`src/rtl/rand_frame_pkg.sv`:
```
package rand_frame_pkg;
    localparam int WORD_W = 32;
    localparam int HALF_W = WORD_W / 2;
    localparam int ROT_N = 5;
    localparam logic [WORD_W-1:0] ADD_K = 32'h33557799;

    typedef enum logic [1:0] {
        ST_IDLE = 2'd0,
        ST_HDR  = 2'd1,
        ST_DATA = 2'd2,
        ST_EOP  = 2'd3
    } fsm_e;

    function automatic logic [WORD_W-1:0] rot_add(input logic [WORD_W-1:0] w);
        return {w[WORD_W-ROT_N-1:0], w[WORD_W-1:WORD_W-ROT_N]} + ADD_K;
    endfunction
endpackage

```
`src/rtl/rotadd_gen.sv`:
```
module rotadd_gen
    import rand_frame_pkg::*;
(
    input  logic              clk,
    input  logic              rst_n,
    input  logic              load,
    input  logic [WORD_W-1:0] seed,
    input  logic              step,
    output logic [WORD_W-1:0] word
);
    logic [WORD_W-1:0] word_d, word_q;

    always_comb begin
        word_d = word_q;
        if (load)
            word_d = seed;
        else if (step)
            word_d = rot_add(word_q);
    end

    always_ff @(posedge clk) begin
        if (!rst_n)
            word_q <= '0;
        else
            word_q <= word_d;
    end

    assign word = word_q;

    // without a load or a step the word must not move
    a_r2_hold_idle: assert property (@(posedge clk) disable iff (!rst_n)
        (!load && !step) |=> $stable(word_q));
endmodule

```
`src/rtl/hdr_beats.sv`:
```
module hdr_beats
    import rand_frame_pkg::*;
#(
    parameter logic [47:0] DST = 48'h02_00_5E_00_00_01,
    parameter logic [47:0] SRC = 48'h02_00_5E_00_00_02
) (
    input  logic [1:0]        idx,
    output logic [WORD_W-1:0] word
);
    always_comb begin
        unique case (idx)
            2'd0:    word = DST[47:16];
            2'd1:    word = {DST[15:0], SRC[47:32]};
            default: word = SRC[31:0];
        endcase
    end
endmodule

```
`src/rtl/rand_frame_src.sv`:
```
module rand_frame_src
    import rand_frame_pkg::*;
#(
    parameter int          LEN_W  = 8,
    parameter bit          HDR_EN = 1'b1,
    parameter logic [47:0] DST    = 48'h02_00_5E_00_00_01,
    parameter logic [47:0] SRC    = 48'h02_00_5E_00_00_02,
    parameter logic [15:0] ETYPE  = 16'h88B5
) (
    input  logic              clk,
    input  logic              rst_n,
    input  logic              go,
    input  logic [31:0]       seed,
    input  logic [LEN_W-1:0]  pay_len,
    input  logic              ready,
    output logic              valid,
    output logic [31:0]       data,
    output logic              sop,
    output logic              eop,
    output logic [1:0]        empty,
    output logic              busy
);
    localparam logic [1:0] HDR_LAST = 2'd2;
    localparam logic [1:0] EMPTY_TAIL = HDR_EN ? 2'd2 : 2'd0;

    typedef struct packed {
        fsm_e              st;
        logic [1:0]        idx;
        logic [LEN_W-1:0]  cnt;
        logic [HALF_W-1:0] carry;
        logic              first;
        logic              busy;
    } seq_t;

    seq_t s_d, s_q;
    logic gen_load, gen_step, accept;
    logic [WORD_W-1:0] gen_word, hdr_word;
    logic [LEN_W-1:0] len_eff;

    rotadd_gen u_gen (
        .clk  (clk),
        .rst_n(rst_n),
        .load (gen_load),
        .seed (seed),
        .step (gen_step),
        .word (gen_word)
    );

    hdr_beats #(.DST(DST), .SRC(SRC)) u_hdr (
        .idx (s_q.idx),
        .word(hdr_word)
    );

    assign len_eff = (pay_len == '0) ? LEN_W'(1) : pay_len;
    assign valid   = (s_q.st != ST_IDLE);
    assign accept  = valid && ready;

    always_comb begin
        s_d      = s_q;
        gen_load = 1'b0;
        gen_step = 1'b0;
        unique case (s_q.st)
            ST_IDLE: begin
                if (go) begin
                    gen_load  = 1'b1;
                    s_d.busy  = 1'b1;
                    s_d.first = 1'b1;
                    s_d.cnt   = len_eff;
                    s_d.idx   = '0;
                    s_d.carry = ETYPE;
                    if (HDR_EN)
                        s_d.st = ST_HDR;
                    else
                        s_d.st = (len_eff == LEN_W'(1)) ? ST_EOP : ST_DATA;
                end
            end
            ST_HDR: begin
                if (accept) begin
                    s_d.first = 1'b0;
                    if (s_q.idx == HDR_LAST)
                        s_d.st = ST_DATA;
                    else
                        s_d.idx = s_q.idx + 2'd1;
                end
            end
            ST_DATA: begin
                if (accept) begin
                    gen_step  = 1'b1;
                    s_d.first = 1'b0;
                    s_d.carry = gen_word[HALF_W-1:0];
                    s_d.cnt   = s_q.cnt - LEN_W'(1);
                    if (s_q.cnt == (HDR_EN ? LEN_W'(1) : LEN_W'(2)))
                        s_d.st = ST_EOP;
                end
            end
            default: begin
                if (accept) begin
                    gen_step  = 1'b1;
                    s_d.first = 1'b0;
                    s_d.busy  = 1'b0;
                    s_d.st    = ST_IDLE;
                end
            end
        endcase
    end

    always_ff @(posedge clk) begin
        if (!rst_n)
            s_q <= '{st: ST_IDLE, idx: '0, cnt: '0, carry: '0, first: 1'b0, busy: 1'b0};
        else
            s_q <= s_d;
    end

    always_comb begin
        data  = '0;
        empty = 2'd0;
        unique case (s_q.st)
            ST_HDR:  data = hdr_word;
            ST_DATA: data = HDR_EN ? {s_q.carry, gen_word[WORD_W-1:HALF_W]} : gen_word;
            ST_EOP: begin
                data  = HDR_EN ? {s_q.carry, {HALF_W{1'b0}}} : gen_word;
                empty = EMPTY_TAIL;
            end
            default: data = '0;
        endcase
    end

    assign sop  = valid && s_q.first;
    assign eop  = (s_q.st == ST_EOP);
    assign busy = s_q.busy;

    // a stalled beat is held unchanged
    a_r7_hold_beat: assert property (@(posedge clk) disable iff (!rst_n)
        (valid && !ready) |=> (valid && $stable(data) && $stable(sop)
                               && $stable(eop) && $stable(empty)));
    // the bus goes quiet right after a taken end-of-packet beat
    a_r5_eop_closes: assert property (@(posedge clk) disable iff (!rst_n)
        (valid && ready && eop) |=> !valid);
    // empty is zero away from the final beat
    a_r6_empty_mid: assert property (@(posedge clk) disable iff (!rst_n)
        (valid && !eop) |-> (empty == 2'd0));
    // a beat is only offered while busy
    a_r8_valid_busy: assert property (@(posedge clk) disable iff (!rst_n)
        valid |-> busy);
    // go while idle starts a frame on the next cycle
    a_r8_go_start: assert property (@(posedge clk) disable iff (!rst_n)
        (go && !busy) |=> (busy && valid && sop));
endmodule

```
`config.mk`:
```
export PLATFORM = sky130hd
export DESIGN_NAME = rand_frame_src
export DESIGN_NICKNAME = d
export VERILOG_FILES = /design/src/rtl/rand_frame_pkg.sv /design/src/rtl/rotadd_gen.sv /design/src/rtl/hdr_beats.sv /design/src/rtl/rand_frame_src.sv
export SDC_FILE = /design/constraint.sdc
export NUM_CORES = 1
export LEC_CHECK = 0
export ABC_AREA = 1
export BUFFER_PORTS_ARGS = -buffer_cell sky130_fd_sc_hd__buf_4
export CORE_MARGIN = 2
export CORE_UTILIZATION = 55
export CTS_CLUSTER_SIZE = 16
export DETAILED_ROUTE_END_ITERATION = 8
export PLACE_DENSITY_LB_ADDON = 0.08
export SLEW_MARGIN = 5
export SYNTH_ARGS = -nofsm -noshare
export SYNTH_HDL_FRONTEND = slang
export SYNTH_HIERARCHICAL = 1
export SYNTH_SLANG_ARGS = --single-unit
```
`constraint.sdc`:
```
create_clock -name clk -period 2.1 [get_ports clk]
set_input_delay 0.42 -clock clk [delete_from_list [all_inputs] [get_ports clk]]
set_output_delay 0.42 -clock clk [all_outputs]
set_load 0.03 [all_outputs]
```
==> reports/metrics.yaml <==
critical_path_required_ns: 1.68
worst_hold_check_path_type: "in -> reg"
avgRoutedWirePerCell_microns: 14.3
power.density_nw_per_um2: 1300
cts_inserted_buffers: 9
nets: 971
outcome: "completed"
maxCapViolCount: 0
dpl_hpwl_microns: 11100
fp.coreArea_sq_um: 8810
min_from: "seed[13]"
max-clock-path-buffers: 2
vdd.ir_drop.worst_mv: 0.610
ant_nets: 0
mostFrequentLayoutCell: "nand2_1"
gp_congestion: 0.946
ys_seq_area_share_pct: 24.7
netlist_area_sq_um: 5020
tritoncts_num_sinks: 62
yosys_register_bits: 62
non_filler_instances: 1031
crit_end: "data[9]"
timing.critical_path.slowest_cell_delay_ns: 0.39
synthCells: 857
final-hold-violation-count: 0
standard_cell_rows: 34
biggest_area_consumer_among_synthesized_cells: "dfxtp_1"
timing.max_slew.rel_slack_pct: 65.3
buffer_ports.inserted: 80
grt_usage_pct: 30.4
critPathMaxFanout: 22
detail_route.vias_per_cell: 5.39
cp-start-kind: "register"
worst_setup_hold_path_clk_slew_ns: 0.08
final_layout_size_suffix_gt1_share_pct: 17.9
antenna_found_initial: 1
critical_path_data_arrival_time_ns: 1.64
htree_depth: 3
grt_first_pass_wirelength_microns: 24500
worstPathCellList: "inv_1 > ha_1 > buf_6 > a21oi_1 > buf_4"
finalWirelength_microns: 14800
first_pass_iters: 5
grt_pass1_vias: 5255
critPathSlowestCell: "dfxtp_2"
max_freq_mhz: 486
flow.area_growth_from_synthesis_pct: 17.3
finalInstanceArea_sq_um: 5890
ff2ff_setup_slack_ns: 0.14
worst_setup_path_end_kind: "output port"
die_y_microns: 99.6
total_negative_setup_slacks_ns: 0
via_count: 5553
yosys.area.top_type_share_pct: 24.7
placed_cells: 1014
holdBufCountCts: 0
cts_tree: "done"
cell_at_the_root_of_the_clock_tree: "clkbuf_8"
overflow: 0
syn_area_per_cell_sq_um: 5.86
io_pins: 82
post_synth_main_area_contributors: "dfxtp_1 25%, nand2_1 21%, a21oi_1 6.7%"
die-width_microns: 99.6
initial_utilization_pct: 57.0
dpl-instance-area_sq_um: 5560
synth-warning-count: 6
fin_skew_ns: 0.0151
largest_net_degree_at_the_start_of_global_routing: 34
finalSetupViolations: 0
setup_cp_type: "reg -> out"
finalCriticalPeriod_ns: 2.06
post-route-period-util_pct: 97.9
worstSetupStartpoint: "s_q[29]$_SDFFE_PN0P_"
p_leak_nw: 2.84
drc_errors: 0
critical_register_to_register_path_endpoint: "u_gen/word[24]$_SDFFE_PN0P_"
worstMarginPinSlew_ns: 0.517
synth.distinct_cells: 37
drt_iter0_markers: 318
die_area_sq_um: 9910
insertion_delay_ns: 0.35
final.fill_count: 828
layout.cells.most_common_list: "285 x nand2_1, 88 x inv_1, 86 x buf_4"
reg2reg_depth: 10
r2r_start: "s_q[29]$_SDFFE_PN0P_"
rsz_0062_raised_after_global_routing: "yes"
num_antenna_cells: 0
slew_viol_final: 0
[final cells by class]
type,count,area [sq um],area share (%)
tap,108,135,2.29
sequential,62,1250,21.1
multi-input combinational,649,3120,53.0
clock inverter,2,37.5,0.637
inverter,101,382,6.48
clock buffer,14,183,3.10
timing repair buffer,95,788,13.4
[kinds of logic after synthesis]
kind of cell    count (synthesis)  synth area share (%)
compound gates                157                  17.2
buf+inv                       165                  15.4
other cells                     2                 0.149
simple gates                  452                  38.6
fa+ha+maj                       9                  2.24
xor+xnor                       10                  1.74
flops                          62                  24.7
[report_power, final]
part | switching [mW] | total (mW) | internal [mW] | leakage [nW]
registers | 0.431 | 1.94 | 1.51 | 0.511
logic | 2.92 | 4.53 | 1.61 | 2.22
clock network | 0.506 | 1.19 | 0.680 | 0.109
total | 3.86 | 7.66 | 3.80 | 2.84
[worst min path at each step]
stage	endpoint	slack [ns]	cells past startpoint
finish	u_gen/word[13]$_SDFFE_PN0P_	0.35	3
global route	u_gen/word[6]$_SDFFE_PN0P_	0.35	3
floorplan	s_q[13]$_SDFFE_PN0P_	0.43	2
detailed placement	s_q[9]$_SDFFE_PN0P_	0.45	2
CTS	u_gen/word[13]$_SDFFE_PN0P_	0.34	3
global placement	s_q[15]$_SDFFE_PN0P_	0.45	2
[state kept, by name, summed over array words and instances (netlist names)]
name        count
busy            1
s_q            29
u_gen/word     32
[cells in the mapped netlist]
cell,n
clkbuf_1,17
conb_1,2
clkinv_1,2
o21ai_0,50
nand3_1,52
nand4_1,8
buf_2,10
inv_4,1
o22ai_1,2
xnor2_1,1
nand2_2,10
a31oi_1,12
nor3_1,3
o21ai_1,3
nor2_2,10
dfxtp_1,62
or2_2,1
nand2_1,285
nor2_4,4
nand2_4,3
nor2_1,69
a21oi_2,3
nor3_2,1
inv_1,89
buf_1,2
buf_6,2
buf_4,33
a21oi_1,67
nand3b_1,3
a22oi_1,18
ha_1,9
xor2_1,9
nand3_2,2
inv_2,9
nand3b_4,1
o21a_1,1
o211ai_1,1
[worst max-delay path: cells and delay by family, from the launching register on]
kind	cells	cell delay [ns]
DFF	1	0.39
buffers and inverters	3	0.49
AOI/OAI and AO/OA	1	0.16
adders and majority gates	1	0.25
[through the flow]
stage	power, mW	hold slack, ns	utilization [%]	worst slack (ns)
final	7.66	0.349	66.9	0.0442
after global routing	8.27	0.346	66.9	-0.0517
after CTS	7.36	0.337	65.9	-0.00392
after detailed placement	6.11	0.452	63.1	0.108
after global placement	6.02	0.446	63.1	0.231
after floorplan	5.08	0.433	-	0.00489
[what timing repair did]
item	in CTS	in global routing
gates resized for setup	8	26
setup buffers	0	1
pin swaps	0	1
endpoints found under the setup margin	32	44
[metal layers]
layer / track usage (%) / share of wire (%)
met1: 37.0 / 42
met2: 53.4 / 49
met3: 3.87 / 5.7
met4: 13.5 / 3.6
met5: 0 / 0.081
No activity file was read; power rests on OpenSTA's default activity.
